[src/rtl/hfu_pkg.sv]
package hfu_pkg;

  // Opcode space of the decode stage; 2'b11 is reserved and treated as a no-op.
  typedef enum logic [1:0] {
    OP_NOP  = 2'b00,
    OP_SUB3 = 2'b01,
    OP_SUB6 = 2'b10,
    OP_RSV  = 2'b11
  } op_e;

  // Number of register sources per instruction (rs, rt).
  localparam int NSRC = 2;

endpackage

[src/rtl/hfu_src_match.sv]
module hfu_src_match #(
  parameter int AW = 5
) (
  input  logic          prod_live,
  input  logic [AW-1:0] prod_rd,
  input  logic [AW-1:0] src,
  output logic          hit
);

  // Register 0 is hard-wired and never produced, so it never matches.
  assign hit = prod_live && (prod_rd != '0) && (src == prod_rd);

endmodule

[src/rtl/hfu_issue.sv]
module hfu_issue
  import hfu_pkg::*;
#(
  parameter int AW = 5
) (
  input  logic               id_live,
  input  logic               id_long,
  input  logic [NSRC*AW-1:0] id_src,
  input  logic               prev_live,
  input  logic [1:0]         prev_op,
  input  logic               prev_post,
  input  logic [AW-1:0]      prev_rd,
  output logic               stall,
  output logic               post,
  output logic [NSRC-1:0]    fwd_ex1,
  output logic [NSRC-1:0]    fwd_ex2
);

  logic [NSRC-1:0] hit;
  logic            any_hit;
  logic            prev_slow;
  logic            id_short;

  // One comparator per source operand.
  for (genvar s = 0; s < NSRC; s++) begin : g_src
    hfu_src_match #(.AW(AW)) u_match (
      .prod_live (prev_live),
      .prod_rd   (prev_rd),
      .src       (id_src[s*AW +: AW]),
      .hit       (hit[s])
    );
  end

  assign any_hit   = |hit;
  assign id_short  = id_live && !id_long;
  // Producer whose value only exists at the end of EX2.
  assign prev_slow = prev_live && ((prev_op == OP_SUB6) || prev_post);

  always_comb begin
    stall   = id_live && id_long && any_hit;
    post    = id_short && any_hit && prev_slow;
    fwd_ex1 = '0;
    fwd_ex2 = '0;
    if (id_short) begin
      if (prev_slow) fwd_ex2 = hit;
      else           fwd_ex1 = hit;
    end
  end

endmodule

[src/rtl/hfu_pipe_slot.sv]
module hfu_pipe_slot #(
  parameter int W = 8
) (
  input  logic         clk,
  input  logic         rst,
  input  logic         bubble,
  input  logic [W-1:0] d,
  output logic [W-1:0] q
);

  always_ff @(posedge clk) begin
    if (rst || bubble) q <= '0;
    else               q <= d;
  end

endmodule

[src/rtl/sub_hazard_fwd_unit.sv]
module sub_hazard_fwd_unit
  import hfu_pkg::*;
#(
  parameter int REG_AW = 5
) (
  input  logic              clk,
  input  logic              rst,
  input  logic              id_valid,
  input  logic [1:0]        id_op,
  input  logic [REG_AW-1:0] id_rd,
  input  logic [REG_AW-1:0] id_rs,
  input  logic [REG_AW-1:0] id_rt,
  output logic              stall,
  output logic              ex1_post,
  output logic              ex1_fwd_rs,
  output logic              ex1_fwd_rt,
  output logic              ex2_post,
  output logic              ex2_fwd_rs,
  output logic              ex2_fwd_rt
);

  typedef struct packed {
    logic              vld;
    logic [1:0]        op;
    logic [REG_AW-1:0] rd;
    logic [REG_AW-1:0] rs;
    logic [REG_AW-1:0] rt;
    logic              post;
    logic [NSRC-1:0]   f1;
    logic [NSRC-1:0]   f2;
  } slot_t;

  localparam int SLOT_W = $bits(slot_t);

  slot_t id_slot, ex1_q, ex2_q, wb_q;
  logic            id_real, id_long;
  logic            stall_c, post_c;
  logic [NSRC-1:0] f1_c, f2_c;

  assign id_real = id_valid && ((id_op == OP_SUB3) || (id_op == OP_SUB6));
  assign id_long = (id_op == OP_SUB6);

  hfu_issue #(.AW(REG_AW)) u_issue (
    .id_live   (id_real),
    .id_long   (id_long),
    .id_src    ({id_rt, id_rs}),
    .prev_live (ex1_q.vld),
    .prev_op   (ex1_q.op),
    .prev_post (ex1_q.post),
    .prev_rd   (ex1_q.rd),
    .stall     (stall_c),
    .post      (post_c),
    .fwd_ex1   (f1_c),
    .fwd_ex2   (f2_c)
  );

  // No-ops and idle slots enter the pipe as empty slots.
  always_comb begin
    id_slot = '0;
    if (id_real) begin
      id_slot.vld  = 1'b1;
      id_slot.op   = id_op;
      id_slot.rd   = id_rd;
      id_slot.rs   = id_rs;
      id_slot.rt   = id_rt;
      id_slot.post = post_c;
      id_slot.f1   = f1_c;
      id_slot.f2   = f2_c;
    end
  end

  hfu_pipe_slot #(.W(SLOT_W)) u_ex1 (
    .clk (clk), .rst (rst), .bubble (stall_c), .d (id_slot), .q (ex1_q)
  );
  hfu_pipe_slot #(.W(SLOT_W)) u_ex2 (
    .clk (clk), .rst (rst), .bubble (1'b0), .d (ex1_q), .q (ex2_q)
  );
  hfu_pipe_slot #(.W(SLOT_W)) u_wb (
    .clk (clk), .rst (rst), .bubble (1'b0), .d (ex2_q), .q (wb_q)
  );

  assign stall      = stall_c;
  assign ex1_post   = ex1_q.post;
  assign ex1_fwd_rs = ex1_q.f1[0];
  assign ex1_fwd_rt = ex1_q.f1[1];
  assign ex2_post   = ex2_q.post;
  assign ex2_fwd_rs = ex2_q.f2[0];
  assign ex2_fwd_rt = ex2_q.f2[1];

  // Only a long subtract in decode may hold the front end.
  assert_stall_only_long_R3: assert property (@(posedge clk) disable iff (rst)
    stall |-> (id_valid && id_op == OP_SUB6));

  // A stall never blames destination register 0.
  assert_no_zero_stall_R9: assert property (@(posedge clk) disable iff (rst)
    stall |-> (ex1_q.vld && ex1_q.rd != '0));

  // The cycle after a stall sees an empty EX1 slot.
  assert_bubble_after_stall_R4: assert property (@(posedge clk) disable iff (rst)
    stall |=> (!ex1_q.vld && !ex1_post && !ex1_fwd_rs && !ex1_fwd_rt));

  // EX2-to-EX1 bypass only from a short subtract that already computed in EX1.
  assert_ex1_fwd_source_R5: assert property (@(posedge clk) disable iff (rst)
    (ex1_fwd_rs || ex1_fwd_rt) |->
      (ex2_q.vld && ex2_q.op == OP_SUB3 && !ex2_q.post && ex2_q.rd != '0 &&
       (!ex1_fwd_rs || ex2_q.rd == ex1_q.rs) && (!ex1_fwd_rt || ex2_q.rd == ex1_q.rt)));

  // WB-to-EX2 bypass only into a deferred short subtract, from a late producer.
  assert_ex2_fwd_source_R6: assert property (@(posedge clk) disable iff (rst)
    (ex2_fwd_rs || ex2_fwd_rt) |->
      (ex2_post && wb_q.vld && (wb_q.op == OP_SUB6 || wb_q.post) && wb_q.rd != '0 &&
       (!ex2_fwd_rs || wb_q.rd == ex2_q.rs) && (!ex2_fwd_rt || wb_q.rd == ex2_q.rt)));

  // A deferred instruction is a short subtract and uses no EX1 bypass.
  assert_post_short_R6: assert property (@(posedge clk) disable iff (rst)
    ex1_post |-> (ex1_q.op == OP_SUB3 && !ex1_fwd_rs && !ex1_fwd_rt));

  // The EX2 placement flag follows the instruction from EX1 into EX2.
  assert_post_travels_R6: assert property (@(posedge clk) disable iff (rst)
    ex1_post |=> ex2_post);

  // Long subtracts carry no placement flag and no bypass select.
  assert_long_plain_R11: assert property (@(posedge clk) disable iff (rst)
    (ex1_q.vld && ex1_q.op == OP_SUB6) |->
      (!ex1_post && !ex1_fwd_rs && !ex1_fwd_rt && ex1_q.f2 == '0));

endmodule

[config.mk]
export PLATFORM = sky130hd
export DESIGN_NAME = sub_hazard_fwd_unit
export DESIGN_NICKNAME = d
export VERILOG_FILES = /design/src/rtl/hfu_pkg.sv /design/src/rtl/hfu_src_match.sv /design/src/rtl/hfu_issue.sv /design/src/rtl/hfu_pipe_slot.sv /design/src/rtl/sub_hazard_fwd_unit.sv
export SDC_FILE = /design/constraint.sdc
export NUM_CORES = 1
export LEC_CHECK = 0
export BUFFER_PORTS_ARGS = -buffer_cell sky130_fd_sc_hd__buf_2
export CAP_MARGIN = 40
export CORE_AREA = 3 3 51 53
export CTS_BUF_LIST = sky130_fd_sc_hd__clkbuf_16
export CTS_CLUSTER_SIZE = 40
export DETAILED_ROUTE_END_ITERATION = 12
export DIE_AREA = 0 0 54 56
export SYNTH_ARGS = -nofsm -noshare
export SYNTH_HDL_FRONTEND = slang
export SYNTH_SLANG_ARGS = --single-unit
[constraint.sdc]
create_clock -name clk -period 1.8 [get_ports clk]
set_input_delay 0.36 -clock clk [delete_from_list [all_inputs] [get_ports clk]]
set_output_delay 0.36 -clock clk [all_outputs]
set_load 0.05 [all_outputs]
==> summary.md <==
| Metric | Value |
|---|---|
| Fmax | `478.1 MHz` |
| Hold Crit Endpoint | `u_ex1.q[19]` |
| Antenna-violating nets left | `0` |
| Reg2reg end | `u_ex1.q[4]` |
| Final Max Tran Viols | `0` |
| Post-DP HPWL | `1.074 mm` |
| Nets | `about 130` |
| Pwr dens | `roughly 850 nW/um2` |
| Remaining global-route overflow | `0` |
| Leakage Power | `0.4530 nW` |
| Slew headroom | `81.61%` |
| CP endpoint kind | `output pin` |
| Post-Syn Area per Cell | `9.820 um2` |
| Via/cell ratio | `4.227` |
| DP Area | `867.1 um2` |
| CTS max path bufs | `2` |
| I/O pin cnt | `27` |
| Compound-cell area share of the yosys netlist | `5.985%` |
| Cell taking the most area after synthesis | `dfxtp_1` |
| Min-Delay Path Class | `in2reg` |
| Clk_skew | `0.005192 ns` |
| Layout cells sized above 1 | `50.00%` |
| Synth Area in Adders | `approximately 1.9%` |
| Final worst slack | `-0.2915 ns` |
| Die width | `54 um` |
| CP Launch Point | `u_ex1.q[16]` |
| Yosys top cell area share | `49.42%` |
| Via count | `558` |
| Hold_sp | `id_rd[4]` |
| Crit path cell chain | `or4_4 > o21ai_4 > a211oi_4 > and3b_2 > buf_8` |
| Port bufs | `26` |
| Die height | `roughly 56 um` |
| GRT Util Overall | `9.926%` |
| Post-layout min period | `around 2.1 ns` |
| H-Tree Depth | `1` |
| Overall Power | `855.8 uW` |
| Initial Utilization | `29.58%` |
| DR pass1 iterations | `3` |
| CTS Hold Bufs | `0` |
| Cell area after layout | `1002 um2` |
| Type of the worst setup path | `reg2out` |
| Max_cap viols | `0` |
| Fill cell count | `roughly 210` |
| Post-Syn Instances | `between 60 and 70` |
| Combinational family with the most area after synthesis | `simple AND/OR/NAND/NOR gates` |
| Ys Warns | `0` |
| R2R depth | `7` |
| Initial antenna violation count | `0` |
| Area Growth Syn to Fin | `54.63%` |
| # clock sinks | `16` |
| Cells taking the most area after synthesis | `dfxtp_1 49%, xor2_1 8.1%, nor2_1 6.4%, xnor2_1 5.4%, nand2_1 4.1%` |
| Xor/xnor share of the synthesized area | `13.51%` |
| Crit-path slowest cell | `or4_4` |
| Post-place setup slack | `-0.2072 ns` |
| # DRC | `0` |
| Post-Synth Simple-Gate Area | `27.99%` |
| Sequential area share after synthesis | `49.42%` |
| Req. time, crit path | `1.44 ns` |
| R2R setup slack | `about 0.2 ns` |
| Status | `finished, violations left` |
| Die Area | `3024 um2` |
| Std cell rows | `17` |
| Clock-pin slew on the worst setup and hold paths | `about 0.050 ns` |
| Failing checks | `negative setup slack` |
| Worst-Skew Late Latency | `0.24 ns` |
| Num CTS Buffers | `3` |
| Core area | `2191 um2` |
| Mux cell area share after synthesis | `0%` |
| Final setup vio count | `1` |
| Ant. Diodes | `0` |
| Startpoint Class | `flip-flop` |
| FF-to-FF Start | `u_ex1.q[16]` |
| Worst Hold Depth | `3` |
| Slew @ Worst Pin | `0.2753 ns` |
| CTS root buffer | `clkbuf_16` |
| Seq cells post-synth | `16` |
| Vias in the first global route | `564` |
| Peak VDD IR | `667.3 uV` |
| Routed WL | `1.307 mm` |
| Mapped cell area | `~650 um2` |
| TritonCTS clock tree | `built` |
| GPL Wtd Cong | `roughly 0.75` |
| Final worst path period share | `116.2%` |
| Worst path arrival time | `1.73 ns` |
| CP peak stage delay | `0.54 ns` |
| Unrepaired setup endpoints after global routing | `true` |
| Crit Path Max Fanout | `3` |
| Routed len/inst | `9.902 um` |
| Post-synth cell types | `20` |
| Largest net degree at the start of global routing | `9` |
| First-pass GRT wire length | `about 2.2 mm` |
| Post-Syn Nets | `87` |
| Fin. Hold Viols | `0` |
| Initial DRC count | `2` |
-- stage by stage --
| step | std cells | hold WS (ns) | setup TNS (ns) | utilization, % |
|---|---|---|---|---|
| global placement | 127 | 0.4156 | -0.2016 | 39.58 |
| CTS | 132 | 0.3243 | -0.2827 | 44.83 |
| floorplan | 66 | 0.4138 | -0.1386 | - |
| detailed placement | 127 | 0.4234 | -0.2072 | 39.58 |
| global route | 132 | 0.3362 | -0.3421 | 45.75 |
| finish | 132 | 0.3254 | -0.2915 | 45.75 |
-- power breakdown --
group	total (mW)	switching [mW]	internal, mW	leakage, nW
Sequential	0.367	0.00641	0.360	0.132
Clock	0.407	0.117	0.290	0.0370
Combinational	0.0824	0.0357	0.0467	0.284
Total	0.856	0.159	0.697	0.453
-- cell usage after synthesis --
library cell / n
xor2_1: 6
nand2b_1: 1
and3b_1: 1
dfxtp_1: 16
nor2_1: 11
nor3_1: 2
ha_1: 1
nor3_2: 2
nand3_2: 2
or3b_2: 1
a21oi_1: 1
or4_1: 1
o21ai_0: 1
inv_1: 2
o21ai_2: 1
nand2_1: 7
nor2b_1: 4
a211oi_4: 1
xnor2_1: 4
nor3b_1: 1
-- routing by layer --
layer | GRT usage, % | vias up | share of wire, %
met2 | 15.57 | 16 | 49
met4 | 4.270 | 0 | 1.1
met1 | 11.07 | 250 | 41
met3 | 4.826 | 2 | 8.6
met5 | 0 | - | 0
li1 | - | 290 | -
-- worst max-delay path by stage --
stage | slack [ns] | cells past startpoint | end
final | -0.29 | 5 | stall
after global routing | -0.34 | 5 | stall
after CTS | -0.28 | 5 | stall
after detailed placement | -0.21 | 7 | stall
after global placement | -0.20 | 7 | stall
after floorplan | -0.14 | 5 | stall
-- cells in the final DEF (no fill, tap or decap), types with 3 or more instances in the layout --
cell type,Yosys,layout
buf_2,0,25
dfxtp_1,16,13
nor2_1,11,11
buf_4,0,9
nand2_1,7,7
xor2_1,6,4
xnor2_1,4,4
nor2b_1,4,4
clkbuf_16,0,3
-- cell type report --
cell class | instances | area [um2] | share of cell area (%)
clock buffers | 3 | 75.07 | 7.491
inverters | 2 | 7.507 | 0.7491
multi-input cells | 48 | 347.8 | 34.71
flip-flops and latches | 16 | 329.1 | 32.83
well taps | 28 | 35.03 | 3.496
repair buffers | 35 | 207.7 | 20.72
-- cell families (layout without fill, tap and decap cells) --
| kind of cell | after synthesis | after routing |
|---|---|---|
| simple gates | 33 | 33 |
| fa+ha+maj | 1 | 1 |
| flops | 16 | 16 |
| buf+inv | 2 | 40 |
| compound gates | 4 | 4 |
| xor+xnor | 10 | 10 |
-- worst max-delay path: cells and delay by family (launching register included) --
family / cells / cell delay, ns
buffers and inverters: 1 / 0.15
flip-flops: 1 / 0.35
AND/OR/NAND/NOR: 2 / 0.76
AO/OA/AOI/OAI: 2 / 0.22
-- flip-flops by register name, indices dropped and copies added (netlist names) --
register / flops
u_ex1.q: 13
u_ex2.q: 3
-- what timing repair did --
| item | in CTS | in global routing |
|---|---|---|
| hold endpoints to repair | 0 | 0 |
| endpoints found under the setup margin | 1 | 1 |
| resized for setup | 8 | 4 |
| pin swaps | 6 | 7 |
| setup buffers | 2 | 0 |
No activity file was read; power rests on OpenSTA's default activity.
